==> src/rtl/rio_screen_pkg.sv <==
package rio_screen_pkg;

  typedef enum logic [2:0] {
    OP_READ    = 3'd0,
    OP_ATOM_R  = 3'd1,
    OP_WRITE   = 3'd2,
    OP_WRITE_R = 3'd3,
    OP_ATOM_W  = 3'd4,
    OP_STREAM  = 3'd5,
    OP_RSVD    = 3'd6,
    OP_FOREIGN = 3'd7
  } op_e;

  localparam int NOPS = 6;

  typedef struct packed {
    logic accept;
    logic unsup;
    logic illegal;
    logic pass;
    logic resp;
  } verdict_t;

endpackage

==> src/rtl/rio_op_decode.sv <==
module rio_op_decode
  import rio_screen_pkg::*;
(
  input  logic [3:0] ftype,
  input  logic [3:0] ttype,
  output op_e        op
);

  always_comb begin
    op = OP_FOREIGN;
    case (ftype)
      4'd2: begin
        if (ttype == 4'd4)       op = OP_READ;
        else if (ttype >= 4'd12) op = OP_ATOM_R;
        else                     op = OP_RSVD;
      end
      4'd5: begin
        if (ttype == 4'd4)                          op = OP_WRITE;
        else if (ttype == 4'd5)                     op = OP_WRITE_R;
        else if (ttype >= 4'd12 && ttype <= 4'd14)  op = OP_ATOM_W;
        else                                        op = OP_RSVD;
      end
      4'd6:    op = OP_STREAM;
      default: op = OP_FOREIGN;
    endcase
  end

endmodule

==> src/rtl/rio_win_match.sv <==
module rio_win_match #(
  parameter int ADDR_W = 32,
  parameter int NWIN   = 4
) (
  input  logic [ADDR_W-1:0]      addr,
  input  logic [NWIN*ADDR_W-1:0] base,
  input  logic [NWIN*ADDR_W-1:0] mask,
  input  logic [NWIN-1:0]        en,
  output logic                   hit
);

  logic [NWIN-1:0] hit_vec;

  for (genvar g = 0; g < NWIN; g++) begin : g_win
    assign hit_vec[g] = en[g] &&
      ((addr & mask[g*ADDR_W +: ADDR_W]) == base[g*ADDR_W +: ADDR_W]);
  end

  assign hit = |hit_vec;

endmodule

==> src/rtl/rio_rule_check.sv <==
module rio_rule_check
  import rio_screen_pkg::*;
#(
  parameter int LEN_W = 9
) (
  input  op_e              op,
  input  logic [1:0]       prio,
  input  logic [3:0]       size,
  input  logic             wdptr,
  input  logic [LEN_W-1:0] len,
  input  logic             win_hit,
  output logic             illegal
);

  localparam int BYTES_W = LEN_W + 1;

  logic               rsvd_pair;
  logic [BYTES_W-1:0] implied;
  logic               len_zero;
  logic               len_bad;
  logic               field_bad;

  assign rsvd_pair = (size > 4'd8) || ((size == 4'd3) && wdptr);
  assign implied   = BYTES_W'(1) << size;
  assign len_zero  = (len == '0);
  assign len_bad   = ({1'b0, len} != implied);

  always_comb begin
    field_bad = 1'b0;
    case (op)
      OP_READ:             field_bad = !len_zero || (size < 4'd3) || rsvd_pair || !win_hit;
      OP_WRITE, OP_WRITE_R: field_bad = len_zero || rsvd_pair || !win_hit || len_bad;
      OP_STREAM:           field_bad = len_zero || !win_hit;
      default:             field_bad = 1'b0;
    endcase
  end

  assign illegal = (prio == 2'd3) || field_bad;

endmodule

==> src/rtl/rio_req_screen.sv <==
module rio_req_screen
  import rio_screen_pkg::*;
#(
  parameter int ADDR_W = 32,
  parameter int LEN_W  = 9,
  parameter int NWIN   = 4
) (
  input  logic                   clk,
  input  logic                   rst_n,
  input  logic                   in_valid,
  input  logic [1:0]             in_prio,
  input  logic [3:0]             in_ftype,
  input  logic [3:0]             in_ttype,
  input  logic [3:0]             in_size,
  input  logic                   in_wdptr,
  input  logic [ADDR_W-1:0]      in_addr,
  input  logic [LEN_W-1:0]       in_len,
  input  logic                   in_crc_ok,
  input  logic [NOPS-1:0]        cap_mask,
  input  logic [NWIN*ADDR_W-1:0] win_base,
  input  logic [NWIN*ADDR_W-1:0] win_mask,
  input  logic [NWIN-1:0]        win_en,
  output logic                   vd_accept,
  output logic                   vd_unsup,
  output logic                   vd_illegal,
  output logic                   vd_pass,
  output logic                   err_resp
);

  op_e      op;
  logic     win_hit;
  logic     rule_bad;
  logic [7:0] cap_ext;
  verdict_t v_nxt;
  verdict_t v_q;

  rio_op_decode i_dec (
    .ftype (in_ftype),
    .ttype (in_ttype),
    .op    (op)
  );

  rio_win_match #(.ADDR_W(ADDR_W), .NWIN(NWIN)) i_win (
    .addr (in_addr),
    .base (win_base),
    .mask (win_mask),
    .en   (win_en),
    .hit  (win_hit)
  );

  rio_rule_check #(.LEN_W(LEN_W)) i_rule (
    .op      (op),
    .prio    (in_prio),
    .size    (in_size),
    .wdptr   (in_wdptr),
    .len     (in_len),
    .win_hit (win_hit),
    .illegal (rule_bad)
  );

  assign cap_ext = {{(8-NOPS){1'b0}}, cap_mask};

  // Verdict in rank order: pass-through, unsupported, illegal, accepted
  always_comb begin
    v_nxt = '0;
    if (in_valid) begin
      if (op == OP_FOREIGN) begin
        if (in_crc_ok) v_nxt.pass    = 1'b1;
        else           v_nxt.illegal = 1'b1;
      end else if (op == OP_RSVD || !cap_ext[op]) begin
        v_nxt.unsup = 1'b1;
      end else if (rule_bad) begin
        v_nxt.illegal = 1'b1;
        v_nxt.resp    = (op == OP_READ) || (op == OP_WRITE_R) || (op == OP_ATOM_W);
      end else begin
        v_nxt.accept = 1'b1;
      end
    end
  end

  always_ff @(posedge clk or negedge rst_n) begin
    if (!rst_n) v_q <= '0;
    else        v_q <= v_nxt;
  end

  assign vd_accept  = v_q.accept;
  assign vd_unsup   = v_q.unsup;
  assign vd_illegal = v_q.illegal;
  assign vd_pass    = v_q.pass;
  assign err_resp   = v_q.resp;

endmodule

==> config.mk <==
export PLATFORM = sky130hd
export DESIGN_NAME = rio_req_screen
export DESIGN_NICKNAME = d
export VERILOG_FILES = /design/src/rtl/rio_screen_pkg.sv /design/src/rtl/rio_op_decode.sv /design/src/rtl/rio_win_match.sv /design/src/rtl/rio_rule_check.sv /design/src/rtl/rio_req_screen.sv
export SDC_FILE = /design/constraint.sdc
export NUM_CORES = 1
export LEC_CHECK = 0
export BUFFER_PORTS_ARGS = -buffer_cell sky130_fd_sc_hd__buf_2
export CORE_AREA = 8 8 124 126
export CTS_CLUSTER_SIZE = 20
export DETAILED_ROUTE_END_ITERATION = 8
export DIE_AREA = 0 0 132 134
export PLACE_DENSITY = 0.57
export SLEW_MARGIN = 5
export SYNTH_ARGS = -nofsm -noshare
export SYNTH_HDL_FRONTEND = slang
export SYNTH_SLANG_ARGS = --single-unit
==> constraint.sdc <==
create_clock -name clk -period 0.8 [get_ports clk]
set_input_delay 0.16 -clock clk [delete_from_list [all_inputs] [get_ports clk]]
set_output_delay 0.16 -clock clk [all_outputs]
set_load 0.1 [all_outputs]
== After elaboration in Yosys (flattened, before gate mapping) ==
Cells that the tools add are included.

* Memories: 0
* Output and inout port bits: 5
* Logic and storage cells: 81
* ROM bits: 0
* RAM bits: 0
* Input bits: 326
* Bits in latches: 0
* Flip-flop bits (word level): 5

* Eq/ne operators: 18
* Bitwise logic cells: 4
* Div/mod/pow operators: 0
* Shift-type cells: 1
* Magnitude comparators: 5
* $add $sub $neg: 0
* Mux-type cells: 23
* Multipliers: 0
* Reductions and logical operators: 25

{| class="wikitable"
|+ Operators by type and width
! kind !! count
|-
| 32-bit AND || 4
|-
| 32-bit == test || 4
|-
| 4-bit by 3-bit == test with 1-bit output, second input constant || 4
|-
| 1-bit two-way mux || 13
|-
| 3-bit == test, second input constant || 4
|-
| 1-bit logical OR || 12
|-
| 3-bit two-way mux || 4
|-
| 9-bit by 10-bit inequality test with 1-bit output || 1
|-
| 1-bit by 4-bit left shift with 10-bit output, first input constant || 1
|-
| 9-bit logical NOT || 1
|-
| 3-bit one-hot mux with 3 select lines || 1
|-
| 4-bit by 2-bit == test with 1-bit output, second input constant || 2
|-
| 3-bit by 2-bit == test with 1-bit output, second input constant || 2
|-
| 1-bit logical AND || 6
|-
| 5-bit two-way mux || 1
|-
| 4-bit greater-or-equal comparator, second input constant || 1
|-
| 4-bit > comparator, second input constant || 1
|-
| 4-bit <= comparator, second input constant || 1
|-
| 3-bit by 4-bit < comparator with 1-bit output, second input constant || 1
|-
| 4-bit by 2-bit < comparator with 1-bit output, second input constant || 1
|-
| 2-bit two-way mux || 2
|-
| 4-bit OR reduction || 1
|-
| 1-bit binary-select mux with 3-bit select || 1
|-
| 1-bit logical NOT || 3
|-
| 4 further kinds || 4
|}

== Depth between registers and ports, before layout ==
* Depth after elaboration: 14
* Gate-level depth with buffers: 8
* Depth with buffers taken out: 7

== By module ==
A second synthesis with hierarchy kept.

* Cells, all modules: 401
* Area total of the unflattened synthesis: 2690.1 µm²

{| class="wikitable"
|+ Modules (own cells, without submodules)
! module !! cells each !! times used !! sequential area each (µm²) !! area each (µm²)
|-
| rio_win_match || 305 || 1 || 0.0 || 1889.3
|-
| rio_rule_check || 54 || 1 || 0.0 || 392.9
|-
| rio_req_screen || 25 || 1 || 125.1 || 276.5
|-
| rio_op_decode || 17 || 1 || 0.0 || 131.4
|}

== Worst setup path after synthesis ==
OpenSTA, ideal clock, no wires.

* Path kind: input-to-reg
* Start point: input in_size[3]
* End point: register v_q, in the netlist vd_illegal
* Library setup time: 0.125 ns
* Setup slack: -0.844 ns
* Data required time: 0.675 ns
* Buffers on the path: 1
* Data arrival time: 1.519 ns
* Stages: 8
* Cells stage by stage: buf_6 -> nand3b_1 -> or4b_1 -> a31oi_1 -> o2111a_1 -> o21ai_2 -> a31oi_1 -> o21ai_1

{| class="wikitable"
|+ RTL lines
! what !! line !! text
|-
| start, declared || rio_req_screen.sv:14 || <nowiki>input logic [3:0] in_size,</nowiki>
|-
| end signal, assigned || rio_req_screen.sv:83 || <nowiki>else v_q <= v_nxt;</nowiki>
|-
| end, declared || rio_req_screen.sv:35 || <nowiki>verdict_t v_q;</nowiki>
|}

==> results.md <==
* Final setup viols at 10
* Drt via density at 4.75
* Worst-margin pin slew at 0.315 ns
* CTS max path bufs at 2
* Combined area of the multi-input logic cells at 2810 µm²
* Most frequent cell after synthesis: nand2_1
* CTS tree: built
* VDD IR max at 0.000480 V
* Initial antenna violation count at 4
* Number of global-route vias before repair at 4870
* Post-DRT Antenna Nets at 0
* Crit path launch type: input pin
* Final worst slack at -0.861 ns
* Clock slew at reported path FFs at 0.03 ns
* Violated checks: negative setup slack
* Slew Limit Fails at 0
* Data arrival time of the worst path at 1.80 ns
* IO Port Bufs at 330
* Area of the die at 17700 µm²
* Final Instance Area at 5570 µm²
* Boundary Pins at 331
* Vias at 4745
* Routed length per placed instance at 19.7 µm
* Synth unique cells at 56
* Cell count after synthesis at 420
* Placed Area at 5260 µm²
* Clock sink count at 5
* Req. time, crit path at 0.94 ns
* First-pass detailed-route iteration total at 4
* Row cnt at 43
* Top_reg_cell synth: dfrtp_1
* Synth area leaders: xor2_1, nand2_1, and3_1
* Post-synth top area cell: xor2_1
* H-tree lvl count at 1
* Register area share after synthesis at 0.0439
* Synthesized area per cell at 6.78 µm²
* Syn Std Cell Area at 2850 µm²
* Max_slew headroom at 0.788
* Leakage at 0.00297 µW
* MaxCap Viol Count at 0
* Clk root buf: clkbuf_16
* Die Wd at 132 µm
* RSZ-0062 raised after global routing: true
* Yosys warns at 0
* Grt ovf at 0
* Run status: complete, but fails checks
* Mapped Nets at 746
* Fmax at 602 MHz
* Async SR Flop Fraction at 1.00
* CTS buffer count at 3
* Pwr dens at 646 nW/µm²
* Final wirelength at 19.7 mm
* Synth-to-layout area growth at 95.3%
* Sequential cell area at 144 µm²
* Starting Density at 0.211
* Global-route wire length before repair at 28.4 mm
* Initial DRC Count at 204
* Setup tns final at -4.41 ns
* Fin. Hold Viols at 0
* Nets at 1141
* Commonest cells in the netlist: nand2_1, xor2_1, and3_1, a21oi_1, nand4_1
* GP Congestion at 0.909
* Crit-path max FO at 4
* Hold WC Path Type: input pin to flop
* Tmin final at 1.66 ns
* Post-DP HPWL at 18.0 mm
* Tcrit/Tclk final at 2.08
* Crit path kind: input pin to flop
* Register bit total from synthesis at 5
* PnR Total Power at 3590 µW
* Die H at 134 µm
* FILL cells at 1476
* Core ar. at 13500 µm²
* All-layer global routing usage at 0.209
* Number of synthesized flops with an enable pin at 0
* Worst setup EP type: flop
* Largest net degree at the start of global routing at 9
* DRC at 0
* Synth top area share at 0.206
* Layout cells sized above 1 at 0.534
==> through the flow <==
step	setup WS, ns	hold slack (ns)	instances	util
2_1_floorplan	-0.841	-0.136	420	-
3_3_place_gp	-1.24	-0.0230	985	0.389
3_5_place_dp	-1.25	-0.0208	985	0.389
4_1_cts	-0.823	0.234	993	0.407
5_1_grt	-0.915	0.235	996	0.412
6_report	-0.861	0.238	999	0.412
==> critical path, cell delays in order <==
cell and delay [ns]:
buf_6 0.10, or3b_4 0.41, o21a_1 0.22, o41a_1 0.45
o21ai_2 0.09, buf_4 0.14, inv_2 0.03, a211oi_2 0.20
==> worst paths after layout <==
check / start / to / slack, ns / depth (start not counted)
min: in_crc_ok / vd_pass$_DFF_PN0_ / 0.24 / 2
min in group asynchronous: rst_n / vd_accept$_DFF_PN0_ / 0.30 / 2
max: in_ftype[0] / err_resp$_DFF_PN0_ / -0.86 / 8
max in group asynchronous: rst_n / vd_illegal$_DFF_PN0_ / 0.36 / 2
==> cell families (layout without fill, tap and decap cells) <==
logic type | after synthesis | after routing | synth area share
other cells | 0 | 5 | 0
buf+inv | 11 | 405 | 0.0215
simple gates | 213 | 213 | 0.403
compound gates | 109 | 109 | 0.278
xor+xnor | 79 | 79 | 0.243
mux | 3 | 3 | 0.0110
flops | 5 | 5 | 0.0439
==> where the power goes <==
part	internal [µW]	switching, µW
clock network	661	171
logic	1320	1170
registers	268	7.11
total	2250	1340
==> flip-flops by register name (all words and copies together) (netlist names) <==
name	count
vd_unsup	1
vd_pass	1
vd_illegal	1
vd_accept	1
err_resp	1
==> repair_timing <==
action	CTS	global route
setup buffers	3	1
hold buffers	1	0
setup endpoints to repair	10	10
pin swaps	18	14
cloned	0	0
gates resized for setup	28	10
endpoints found under the hold margin	5	0
==> final cells by class <==
type                       instances  area share
clock buffer                       4      0.0142
timing repair buffer             394       0.408
tap                              180      0.0405
inverter                           7     0.00472
multi-input combinational        404       0.505
antenna                            5     0.00225
sequential                         5      0.0259
==> per-layer routing <==
layer | GRT usage | up-vias | routed length [µm]
met2 | 0.382 | 201 | 10000
met1 | 0.237 | 2146 | 7690
li1 | - | 2372 | -
met5 | 0 | - | 26
met4 | 0.0428 | 4 | 256
met3 | 0.0602 | 22 | 1690
==> cells in the final DEF, fill, tap and decap left out, types with 12 or more instances in the layout <==
master	Yosys	routed
o22a_1	12	12
a21boi_0	12	12
and3_1	29	28
xnor2_1	12	12
and3b_1	13	13
nand3_1	19	18
nand4_1	20	20
nand2_1	85	84
xor2_1	67	67
a21o_1	13	13
buf_4	1	62
buf_2	1	318
a21oi_1	28	28
(Power assumes the default switching activity.)
